## src/rtl/dma_arb_pkg.sv

```systemverilog
package dma_arb_pkg;

  typedef enum logic [1:0] {
    ARB_IDLE   = 2'd0,
    ARB_RUN    = 2'd1,
    ARB_NESTED = 2'd2
  } arb_state_e;

endpackage

```

## src/rtl/dma_pri_regs.sv

```systemverilog
module dma_pri_regs #(
  parameter int NUM_CH   = 32,
  parameter int CH_PRI_W = 4,
  parameter int GRP_W    = 2,
  parameter int IDX_W    = $clog2(NUM_CH),
  parameter int KEY_W    = GRP_W + CH_PRI_W,
  parameter int REG_W    = 2 + KEY_W
) (
  input  logic                          clk,
  input  logic                          rst_n,
  input  logic                          wr_en,
  input  logic [IDX_W-1:0]              addr,
  input  logic [REG_W-1:0]              wdata,
  output logic [REG_W-1:0]              rdata,
  output logic [NUM_CH-1:0]             ecp_vec,
  output logic [NUM_CH-1:0]             dpa_vec,
  output logic [NUM_CH-1:0][KEY_W-1:0]  key_vec
);

  localparam int CH_PER_GRP = 1 << CH_PRI_W;

  logic [NUM_CH-1:0][CH_PRI_W-1:0] chpri_q;
  logic [NUM_CH-1:0][GRP_W-1:0]    grp_c;

  for (genvar g = 0; g < NUM_CH; g++) begin : g_ch
    localparam int GRP_IDX = g / CH_PER_GRP;
    localparam int PRI_IDX = g % CH_PER_GRP;
    logic sel;

    assign sel        = wr_en && (int'(addr) == g);
    assign grp_c[g]   = GRP_W'(GRP_IDX);
    assign key_vec[g] = {grp_c[g], chpri_q[g]};

    always_ff @(posedge clk or negedge rst_n) begin
      if (!rst_n) begin
        ecp_vec[g] <= 1'b0;
        dpa_vec[g] <= 1'b0;
        chpri_q[g] <= CH_PRI_W'(PRI_IDX);
      end else if (sel) begin
        ecp_vec[g] <= wdata[REG_W-1];
        dpa_vec[g] <= wdata[REG_W-2];
        chpri_q[g] <= wdata[CH_PRI_W-1:0];
      end
    end
  end

  always_comb begin
    rdata = '0;
    for (int i = 0; i < NUM_CH; i++) begin
      if (int'(addr) == i) rdata = {ecp_vec[i], dpa_vec[i], grp_c[i], chpri_q[i]};
    end
  end

endmodule

```

## src/rtl/dma_pri_pick.sv

```systemverilog
module dma_pri_pick #(
  parameter int NUM_CH = 32,
  parameter int KEY_W  = 6,
  parameter int IDX_W  = $clog2(NUM_CH)
) (
  input  logic [NUM_CH-1:0]            req,
  input  logic [NUM_CH-1:0][KEY_W-1:0] key_vec,
  output logic                         found,
  output logic [IDX_W-1:0]             win_idx
);

  logic [KEY_W-1:0] best;

  // Strictly-greater replacement keeps the lower index on equal keys.
  always_comb begin
    found   = 1'b0;
    win_idx = '0;
    best    = '0;
    for (int i = 0; i < NUM_CH; i++) begin
      if (req[i] && (!found || key_vec[i] > best)) begin
        found   = 1'b1;
        win_idx = IDX_W'(i);
        best    = key_vec[i];
      end
    end
  end

endmodule

```

## src/rtl/dma_preempt_arb.sv

```systemverilog
module dma_preempt_arb #(
  parameter int NUM_CH   = 32,
  parameter int CH_PRI_W = 4,
  parameter int GRP_W    = 2
) (
  input  logic                               clk,
  input  logic                               rst_n,
  input  logic [NUM_CH-1:0]                  req_i,
  input  logic                               reg_wr_i,
  input  logic [$clog2(NUM_CH)-1:0]          reg_addr_i,
  input  logic [2+GRP_W+CH_PRI_W-1:0]        reg_wdata_i,
  output logic [2+GRP_W+CH_PRI_W-1:0]        reg_rdata_o,
  input  logic                               done_i,
  output logic                               busy_o,
  output logic [$clog2(NUM_CH)-1:0]          active_ch_o,
  output logic                               grant_o,
  output logic [$clog2(NUM_CH)-1:0]          grant_ch_o,
  output logic                               preempt_o,
  output logic                               resume_o
);
  import dma_arb_pkg::*;

  localparam int IDX_W = $clog2(NUM_CH);
  localparam int KEY_W = GRP_W + CH_PRI_W;
  localparam int REG_W = 2 + KEY_W;

  logic [NUM_CH-1:0]            ecp_vec;
  logic [NUM_CH-1:0]            dpa_vec;
  logic [NUM_CH-1:0][KEY_W-1:0] key_vec;
  logic                         all_found, pre_found;
  logic [IDX_W-1:0]             all_idx, pre_idx;
  logic [NUM_CH-1:0]            pre_req;
  logic                         preempt_ok;

  arb_state_e       state_q;
  logic [IDX_W-1:0] act_q, susp_q;

  dma_pri_regs #(
    .NUM_CH(NUM_CH), .CH_PRI_W(CH_PRI_W), .GRP_W(GRP_W),
    .IDX_W(IDX_W), .KEY_W(KEY_W), .REG_W(REG_W)
  ) i_regs (
    .clk(clk), .rst_n(rst_n),
    .wr_en(reg_wr_i), .addr(reg_addr_i), .wdata(reg_wdata_i), .rdata(reg_rdata_o),
    .ecp_vec(ecp_vec), .dpa_vec(dpa_vec), .key_vec(key_vec)
  );

  // Idle arbitration sees every request.
  dma_pri_pick #(.NUM_CH(NUM_CH), .KEY_W(KEY_W), .IDX_W(IDX_W)) i_pick_all (
    .req(req_i), .key_vec(key_vec), .found(all_found), .win_idx(all_idx)
  );

  // Preemption candidates exclude channels barred from preempting.
  assign pre_req = req_i & ~dpa_vec;

  dma_pri_pick #(.NUM_CH(NUM_CH), .KEY_W(KEY_W), .IDX_W(IDX_W)) i_pick_pre (
    .req(pre_req), .key_vec(key_vec), .found(pre_found), .win_idx(pre_idx)
  );

  assign preempt_ok = (state_q == ARB_RUN) && !done_i && pre_found &&
                      (key_vec[pre_idx] > key_vec[act_q]) && ecp_vec[act_q];

  always_ff @(posedge clk or negedge rst_n) begin
    if (!rst_n) begin
      state_q   <= ARB_IDLE;
      act_q     <= '0;
      susp_q    <= '0;
      grant_o   <= 1'b0;
      preempt_o <= 1'b0;
      resume_o  <= 1'b0;
    end else begin
      grant_o   <= 1'b0;
      preempt_o <= 1'b0;
      resume_o  <= 1'b0;
      case (state_q)
        ARB_IDLE: begin
          if (all_found) begin
            state_q <= ARB_RUN;
            act_q   <= all_idx;
            grant_o <= 1'b1;
          end
        end
        ARB_RUN: begin
          if (done_i) begin
            state_q <= ARB_IDLE;
          end else if (preempt_ok) begin
            state_q   <= ARB_NESTED;
            susp_q    <= act_q;
            act_q     <= pre_idx;
            grant_o   <= 1'b1;
            preempt_o <= 1'b1;
          end
        end
        ARB_NESTED: begin
          if (done_i) begin
            state_q  <= ARB_RUN;
            act_q    <= susp_q;
            grant_o  <= 1'b1;
            resume_o <= 1'b1;
          end
        end
        default: state_q <= ARB_IDLE;
      endcase
    end
  end

  assign busy_o      = (state_q != ARB_IDLE);
  assign active_ch_o = act_q;
  assign grant_ch_o  = act_q;

endmodule

```

## config.mk

```make
export PLATFORM = sky130hd
export DESIGN_NAME = dma_preempt_arb
export DESIGN_NICKNAME = d
export VERILOG_FILES = /design/src/rtl/dma_arb_pkg.sv /design/src/rtl/dma_pri_regs.sv /design/src/rtl/dma_pri_pick.sv /design/src/rtl/dma_preempt_arb.sv
export SDC_FILE = /design/constraint.sdc
export NUM_CORES = 1
export LEC_CHECK = 0
export CORE_ASPECT_RATIO = 1.4
export CORE_MARGIN = 5
export CORE_UTILIZATION = 28
export DETAILED_ROUTE_END_ITERATION = 10
export DONT_BUFFER_PORTS = 1
export SYNTH_ARGS = -nofsm -noshare
export SYNTH_HDL_FRONTEND = slang
export SYNTH_SLANG_ARGS = --single-unit
export TNS_END_PERCENT = 10
```

## constraint.sdc

```tcl
create_clock -name clk -period 48.3 [get_ports clk]
set_clock_uncertainty 0.1 [all_clocks]
set_input_delay 7.245 -clock clk [delete_from_list [all_inputs] [get_ports clk]]
set_output_delay 7.245 -clock clk [all_outputs]
set_load 0.02 [all_outputs]
```

# [Word level (Yosys, flattened, before mapping)]
# Index checks and enable logic that the tools add are counted.
# W data, S select, Z words.
[totals] regBits=207 word_cells=681 in_bits=49 output_inout_bits=22
[classes] eq_ne=38 bitwise=3 muxes=243 n_reduce_logical=230 magnitude_cmp=65
[op_table] cell="$mux W5" count=66
[op_table] cell="$mux W8" count=32
[op_table] cell="$mux W4" count=48
[op_table] cell="$gt A5 B5 Y1" count=30
[op_table] cell="$gt A4 B4 Y1" count=30
[op_table] cell="$logic_and A1 B1 Y1" count=98
[op_table] cell="$eq A5 B5 Y1 const B" count=16
[op_table] cell="$mux W1" count=73
[op_table] cell="$logic_not A1 Y1" count=63
[op_table] cell="$logic_or A1 B1 Y1" count=62
[op_table] cell="$bmux W6 S5" count=2
[op_table] cell="$eq A5 B4 Y1 const B" count=8
[op_table] cell="$and A32 B32 Y32" count=1
[op_table] cell="$not A32 Y32" count=1
[op_table] cell="$mux W3" count=8
[op_table] cell="$eq A5 B3 Y1 const B" count=4
[op_table] cell="$mux W2" count=8
[op_table] cell="$pmux W5 S3" count=1
[op_table] cell="$lt A5 B6 Y1 const B" count=2
[op_table] cell="$mux W6" count=2
[op_table] cell="$eq A5 B2 Y1 const B" count=2
[op_table] cell="$gt A5 B4 Y1" count=2
[op_table] cell="$ne A2 B2 Y1 const B" count=4
[op_table] cell="$gt A6 B6 Y1" count=1
[op_table] cell="14 further kinds" count=15

# [Logic depth before layout (Yosys ltp)]
# Gate-level depths: netlist (run 1).
[depth] ltp_word=135 ltp_mapped=289 mapped_depth_nobuf=277

# [By module]
# Synthesis (run 1) repeated with hierarchy kept, for this count alone.
[hier_totals] cells_unflattened=4403 area_unflattened_um2=36657.7
[modules_own_cells] module="dma_pri_pick (i_pick_all)" cells_each=1611 instances=1 seq_area_each_um2=0.0 area_each_um2=10939.2
[modules_own_cells] module="dma_pri_pick (i_pick_pre)" cells_each=1576 instances=1 seq_area_each_um2=0.0 area_each_um2=10806.6
[modules_own_cells] module="dma_pri_regs" cells_each=890 instances=1 seq_area_each_um2=4884.7 area_each_um2=10314.9
[modules_own_cells] module="dma_preempt_arb" cells_each=326 instances=1 seq_area_each_um2=375.4 area_each_um2=4596.9

# [Worst setup path after synthesis (run 1)]
# Ideal clock, no wire load.
[synth_path] kind="input to register" from="input req_i[0]" to="register act_q[0], in the netlist active_ch_o[0]" setup_ns=0.096 t_arrival_ns=54.841 cell_stages=254 n_path_buf=11 t_required_ns=48.104 path_slack_ns=-6.737 path_cell_list="buf_4 clkbuf_1 nand2_1 nor2_1 inv_1 ha_1 nor2b_1 o211ai_1 a21o_1 mux2_2 ha_1 nand4_1 a21oi_1 a211oi_2 nand2_1 o21ai_0 ha_1 nor2b_1 (+218 left out) or4b_1 clkbuf_1 buf_2 o221ai_1 nor2_1 nor3_1 nor4_1 ha_1 nor2b_1 o21a_1 o21ai_0 nand2b_1 a21oi_1 a2111oi_0 o41ai_1 nand2_1 nand3b_1 o31ai_1"
[synth_between] elab_chain_len=133 word_cells_on_any_way=450 classes_between="order compare: 63; eq/ne: 2; mux: 194; bitwise: 1; reduce/logical: 190"
[synth_rtl] element="start, declared" line="dma_preempt_arb.sv:8" text="input logic [NUM_CH-1:0] req_i,"
[synth_rtl] element="$and A32 B32 Y32" line="dma_preempt_arb.sv:53" text="assign pre_req = req_i & ~dpa_vec;"
[synth_rtl] element="$mux W4 or $mux W1 (tied branches)" line="dma_pri_pick.sv:20" text="if (req[i] && (!found || key_vec[i] > best)) begin"
[synth_rtl] element="$gt A4 B4 Y1 or $logic_not A1 Y1 (tied branches)" line="dma_pri_pick.sv:20"
[synth_rtl] element="$logic_or A1 B1 Y1" line="dma_pri_pick.sv:20"
[synth_rtl] element="$logic_and A1 B1 Y1" line="dma_pri_pick.sv:20"
[synth_rtl] element="$mux W4 or $mux W1 (tied branches)" line="dma_pri_pick.sv:20"
[synth_rtl] element="$gt A4 B4 Y1 or $logic_not A1 Y1 (tied branches)" line="dma_pri_pick.sv:20"
[synth_rtl] element="$logic_or A1 B1 Y1" line="dma_pri_pick.sv:20"
[synth_rtl] element="(+117 left out)"
[synth_rtl] element="$mux W5" line="dma_pri_pick.sv:20"
[synth_rtl] element="$bmux W6 S5" line="dma_preempt_arb.sv:60" text="(key_vec[pre_idx] > key_vec[act_q]) && ecp_vec[act_q];"
[synth_rtl] element="$mux W6 (not written as such)" line="dma_preempt_arb.sv:60"
[synth_rtl] element="$gt A6 B6 Y1" line="dma_preempt_arb.sv:60"
[synth_rtl] element="$logic_and A1 B1 Y1" line="dma_preempt_arb.sv:59" text="assign preempt_ok = (state_q == ARB_RUN) && !done_i && pre_found &&"
[synth_rtl] element="$logic_and A1 B1 Y1" line="dma_preempt_arb.sv:60"
[synth_rtl] element="$ne A2 B2 Y1 (no line)"
[synth_rtl] element="$reduce_and A5 Y1 (no line)"
[synth_rtl] element="end signal, assigned" line="dma_preempt_arb.sv:78" text="act_q <= all_idx;"
[synth_rtl] element="end signal, assigned" line="dma_preempt_arb.sv:88" text="act_q <= pre_idx;"
[synth_rtl] element="end signal, assigned" line="dma_preempt_arb.sv:96" text="act_q <= susp_q;"
[synth_rtl] element="end, declared" line="dma_preempt_arb.sv:36" text="logic [IDX_W-1:0] act_q, susp_q;"
# Several ways; a longest one is shown, not always the timed one. The select of a mux whose other input is x is not followed.
# A chain may end at the register's enable or synchronous reset.

# [Final worst setup path (run 1)]
# Same ends and word-level chain as after synthesis.

==> reports/metrics.cfg, run 1 <==
[outcome]
status=complete, but fails checks
violations=setup timing

[floorplan]
initial_core_util=0.281
die_area_um2=91900
placementRows=127
coreArea_um2=85500
die_h_um=357
chipWidth_um=258
io_pins=71

[worst_hold_path]
hold-path-endpoint=susp_q[3]
min_path_cells=2
hold_class=reg2reg
hp-start=susp_q[3]

[place]
dpl.hpwl_um=79700
place_inst=4399
place_congestion=0.981
port_buffers=0
place_area_um2=30100

[cts]
cts_max_path_buffers=3
numCtsBuffers=22
ctsHtreeMaxLevel=1
cts_tree=done
clk_latency_ns=0.55
clkTransAtPathRegs_ns=0.06
clockRootBuffer=clkbuf_16
cts_sinks=207

[synth]
syn_nets=3146
synth_edf_count=0
ys_seq_area_frac=0.219
syn_area_um2=24000
synth_ff_type=dfrtp_1
synth_cell_types=102
synth_seq_cells=207
syn_avg_cell_area_um2=8.38
synthArstFlopShare=1.00
yosysWarnings=0
syn_inst=2870

[setup_path]
arrival_ns=51.84
timing.rr.end=active_ch_o[0]
reg2reg_depth=261
worst_path_most_repeated_cell=buf_4
worst_path_max_delay_cell=or4b_4
r2r_slack_ns=2.85
cp-end-kind=register
critPathMaxFanout=17
path_class=in2reg
r2r-start=i_regs.key_vec[1]
start_kind=primary input
crit_path_max_incr_delay_ns=0.52
critPathRequiredTime_ns=48.61

[sta]
post-route-period-util=1.07
rsz0062_at_grt=true
finalSetupTns_ns=-44.30
relSlewSlack=0.264
worst_pin_slew_ns=1.09
setup_viol=14
fmaxAchievable_mhz=19.4
final.min_clock_period_ns=51.53
drv_slew=0
setup_slack_ns=-3.23
hold_viol=0

[global_route]
grt_pass1_vias=25720
gr-total-overflow=0
grt_pass1_wl_um=155000
grt_max_degree=208
grt_usage=0.215
antenna_found_initial=1

[routing]
finalWirelength_um=106000
wl_per_cell_um=22.9
ant_nets=0
dr.pass1.iters=8
vias_per_cell=5.70
drc=0
drt_iter0_markers=2165
vias=26208

[finish]
fin_cells=4598
layout.nets=3762
final_cell_mix=buf_4, nand2_1, nor2_1, o21ai_0, ha_1
stdcell_area_um2=33600
fill_cells=8492
drive_above_1_share=0.420
area_growth_pct=39.6
final_common_cell=buf_4
diodes=0
final_core_util=0.393

[flow_run]
drv_cap=0

metrics by stage:
stage / hold slack (ns) / setup slack (ns)
3_5_place_dp: 0.362 / -4.77
5_1_grt: 0.406 / -5.48
2_1_floorplan: 0.346 / -1.70
3_3_place_gp: 0.360 / -4.37
4_1_cts: 0.379 / -2.86
6_report: 0.378 / -3.23
how the worst max path moves through the flow:
stage / from / end / slack [ns]
floorplan: req_i[0] / active_ch_o[3] / -1.70
global placement: req_i[0] / active_ch_o[3] / -4.37
detailed placement: req_i[0] / active_ch_o[3] / -4.77
CTS: req_i[0] / active_ch_o[3] / -2.86
global route: req_i[0] / active_ch_o[0] / -5.48
finish: req_i[0] / active_ch_o[0] / -3.23
state kept, by name (all words and copies together) (netlist names):
name,flops
i_regs.key_vec,128
i_regs.dpa_vec,32
i_regs.ecp_vec,32
active_ch_o,5
susp_q,5
state_q,2
grant_o,1
preempt_o,1
resume_o,1
synthesized netlist by cell type, drive strengths merged, types with 11 or more instances:
cell type  instances  area share
a2111oi           11      0.0045
a211oi            28      0.0094
a21boi            18      0.0058
a21o              26      0.0081
a21oi            193       0.040
a22oi             15      0.0047
a311oi            13      0.0047
a31oi             47       0.014
a41o              15      0.0062
a41oi             22      0.0080
and2              36      0.0094
and3              14      0.0039
buf               38      0.0084
clkbuf            91       0.014
dfrtp            143        0.15
dfstp             64       0.070
ha               227        0.12
inv              175       0.027
mux2             178       0.083
mux2i             63       0.026
mux4              67       0.063
nand2            264       0.041
nand2b            74       0.020
nand3             50       0.011
nand4             23      0.0060
nor2             216       0.034
nor2b             77       0.020
nor3              60       0.014
nor4              19      0.0052
o211ai            34       0.011
o21a              48       0.015
o21ai            241       0.051
o221ai            22      0.0080
o22ai             25      0.0065
o311ai            14      0.0051
o31ai             31       0.011
or2               21      0.0055
or3               24      0.0062
critical path: cells and delay by family:
kind,cells,cell delay [ns]
AO/OA/AOI/OAI,106,17.92
AND/OR/NAND/NOR,65,9.70
adder cells (fa/ha/maj),29,7.49
buffers and inverters,52,6.43
multiplexers,9,2.91
routing by layer:
metal	track usage	vias up	part of all wire	routed length, µm
met5	0	-	0.00012	13
met4	0.150	2	0.087	9170
met3	0.0335	399	0.057	6000
met2	0.396	1032	0.51	53600
met1	0.222	12717	0.35	36800
li1	-	12058	-	-
cell families (layout without fill, tap and decap cells):
family          after synthesis  in the layout  share of synthesized area
other cells                   1              1                   0.000156
compound gates              910            911                      0.254
simple gates                909            909                      0.186
buf+inv                     306            937                     0.0504
fa+ha+maj                   229            229                      0.119
flops                       207            207                      0.219
mux                         308            308                      0.172
final cells by class:
| cell class | instances | area [µm²] | area share |
|---|---|---|---|
| inverter | 177 | 664 | 0.0198 |
| tap | 1096 | 1370 | 0.0408 |
| timing repair buffer | 720 | 5550 | 0.165 |
| clock inverter | 13 | 134 | 0.00399 |
| clock buffer | 27 | 601 | 0.0179 |
| multi-input combinational | 2358 | 20000 | 0.595 |
| sequential | 207 | 5270 | 0.157 |
timing repair:
item	in CTS	in global routing
buffers inserted	112	47
setup endpoints to repair	14	14
pin swaps	145	172
hold buffers	0	0
resized for setup	124	191
gates cloned	2	2
Power of run 1 is left out: the tool's default activity adds up to more than one toggle a clock period on the data nets, which glitch-free logic cannot reach.
==> inputs of run 2 (changes only) <==
- SYNTH_HIERARCHICAL: unset -> 1
==> run 2 against run 1 <==
  * Critical path type unchanged
  * Global-route usage fell by 0.10 points
  * Critical endpoint is now active_ch_o[1]
  * Register-to-register slack lost 8.1 ns
  * The run still ends with setup timing left
  * Cell count is 57% higher
  * Sequential share of layout area fell by 5.2 points
  * Die area rose by 51%
  * Maximum frequency shrank 14%
==> reports/metrics.cfg, run 2 <==
[flow_run]
drv_cap=0

[sta]
fmaxAchievable_mhz=16.7
hold_viol=0
post-route-period-util=1.24
final.min_clock_period_ns=59.83
setup_viol=14
worst_pin_slew_ns=1.10
relSlewSlack=0.261
drv_slew=0
rsz0062_at_grt=true
setup_slack_ns=-11.53

[setup_path]
arrival_ns=60.16
worst_path_most_repeated_cell=ha_4
r2r-start=i_regs/dpa_vec[0]
reg2reg_depth=298
start_kind=primary input
r2r_slack_ns=-5.24
worst_path_max_delay_cell=o41a_1
path_class=in2reg
timing.rr.end=active_ch_o[1]
crit_start=req_i[0]
endpoint=active_ch_o[1]
critPathRequiredTime_ns=48.63
critPathMaxFanout=12
cp-end-kind=register
crit_path_max_incr_delay_ns=0.52

[synth]
synth_ff_type=dfrtp_1
synthArstFlopShare=1.00
synth_seq_cells=207
yosysWarnings=6
synth_most_common_cell=nand2_1
syn_inst=4403
ys_seq_area_frac=0.143
yosys-top-cells-area=ha_1, dfrtp_1, mux2_2, mux4_2, dfstp_2
yosysTopAreaCellShare=0.0980
synth_common_cells=nand2_1, inv_1, nor2_1
synth_cell_types=159
synth_top_area_cell=ha_1
syn_area_um2=36700
syn_avg_cell_area_um2=8.33
synth_edf_count=0

[worst_hold_path]
min_path_cells=1
hold_class=reg2reg

[cts]
cts_tree=done
ctsHtreeMaxLevel=1
cts_sinks=207
clk_latency_ns=0.55
cts_hold_buf=0
clockRootBuffer=clkbuf_16
numCtsBuffers=23
cts_max_path_buffers=3
clkTransAtPathRegs_ns=0.06

[finish]
final_common_cell=buf_4
fill_cells=13121
final_cell_mix=buf_4, nand2_1, inv_1, nor2_1, ha_1
area_growth_pct=37.4
drive_above_1_share=0.420
largest_reg_flops=128
seq_area_um2=5270
multiInputGateArea_um2=31400
layout.nets=5793

[global_route]
antenna_found_initial=7
grt_max_degree=208
grt_pass1_wl_um=236000
gr-total-overflow=0
grt_pass1_vias=41271
grt_usage=0.214

[place]
place_congestion=0.959
dpl.hpwl_um=120000
dpl_worst_slack_ns=-13.66
port_buffers=0

[floorplan]
io_pins=71
chipWidth_um=316
die_h_um=438
placementRows=157
initial_core_util=0.281
coreArea_um2=130000
die_area_um2=138000

[routing]
vias=40799
vias_per_cell=5.64
ant_nets=0
dr.pass1.iters=9
wl_per_cell_um=21.6
drt_iter0_markers=2981
drc=0
finalWirelength_um=156000

[outcome]
violations=setup timing
status=complete, but fails checks

run 2: cell type report:
| cell class | count | area share |
|---|---|---|
| Antenna cell | 8 | 0.000397 |
| Clock buffer | 33 | 0.0130 |
| Clock inverter | 8 | 0.00191 |
| Inverter | 343 | 0.0258 |
| Multi-Input combinational cell | 3663 | 0.624 |
| Sequential cell | 207 | 0.105 |
| Tap cell | 1749 | 0.0434 |
| Timing Repair Buffer | 1219 | 0.187 |
run 2: metal layers:
| layer | vias to the layer above | wire (µm) | track usage |
|---|---|---|---|
| met4 | 2 | 13000 | 0.144 |
| met3 | 648 | 10500 | 0.0358 |
| met2 | 1621 | 78400 | 0.392 |
| met1 | 19746 | 54100 | 0.221 |
| met5 | - | 13 | 0 |
| li1 | 18782 | - | - |
run 2: how the worst min path moves through the flow:
stage                 startpoint  slack, ns                 to
2_1_floorplan  i_regs/dpa_vec[1]       0.38  i_regs/dpa_vec[1]
3_3_place_gp           susp_q[2]       0.40          susp_q[2]
3_5_place_dp           susp_q[3]       0.39          susp_q[3]
4_1_cts                susp_q[3]       0.41          susp_q[3]
5_1_grt                susp_q[2]       0.44          susp_q[2]
6_report               susp_q[3]       0.41          susp_q[3]
run 2: critical path, delay by kind of cell:
family                     cells  cell delay (ns)
AOI/OAI and AO/OA            137            23.98
and+or+nand+nor               70             9.86
adders and majority gates     35             9.20
muxes                         19             5.30
buffers and inverters         37             4.38
run 2: kinds of logic (layout without fill, tap and decap cells):
family	Yosys count	after routing	synth area share
AO/OA/AOI/OAI	1276	1276	0.256
XOR/XNOR	49	49	0.0123
adder cells (fa/ha/maj)	294	294	0.100
buffers and inverters	596	1603	0.0771
flip-flops	207	207	0.143
multiplexers	552	552	0.210
other	2	73	0.000205
AND/OR/NAND/NOR	1427	1427	0.201
run 2: repair_timing:
| item | 4_1_cts | 5_1_grt |
|---|---|---|
| pin swaps | 267 | 164 |
| cloned | 5 | 0 |
| gates resized for setup | 324 | 127 |
| setup endpoints to repair | 14 | 14 |
| setup buffers | 162 | 47 |
run 2: metrics by stage:
stage	hold WS [ns]	cells	util	setup TNS, ns	instance area, µm²
6_report	0.412	7230	0.386	-160.22	50400
5_1_grt	0.438	7225	0.386	-196.36	50400
4_1_cts	0.410	7175	0.379	-142.20	49400
3_5_place_dp	0.394	6968	0.352	-180.26	45900
3_3_place_gp	0.396	6968	0.352	-167.66	45900
2_1_floorplan	0.377	4466	-	-159.63	37800
Power of run 2 is left out for the same reason.
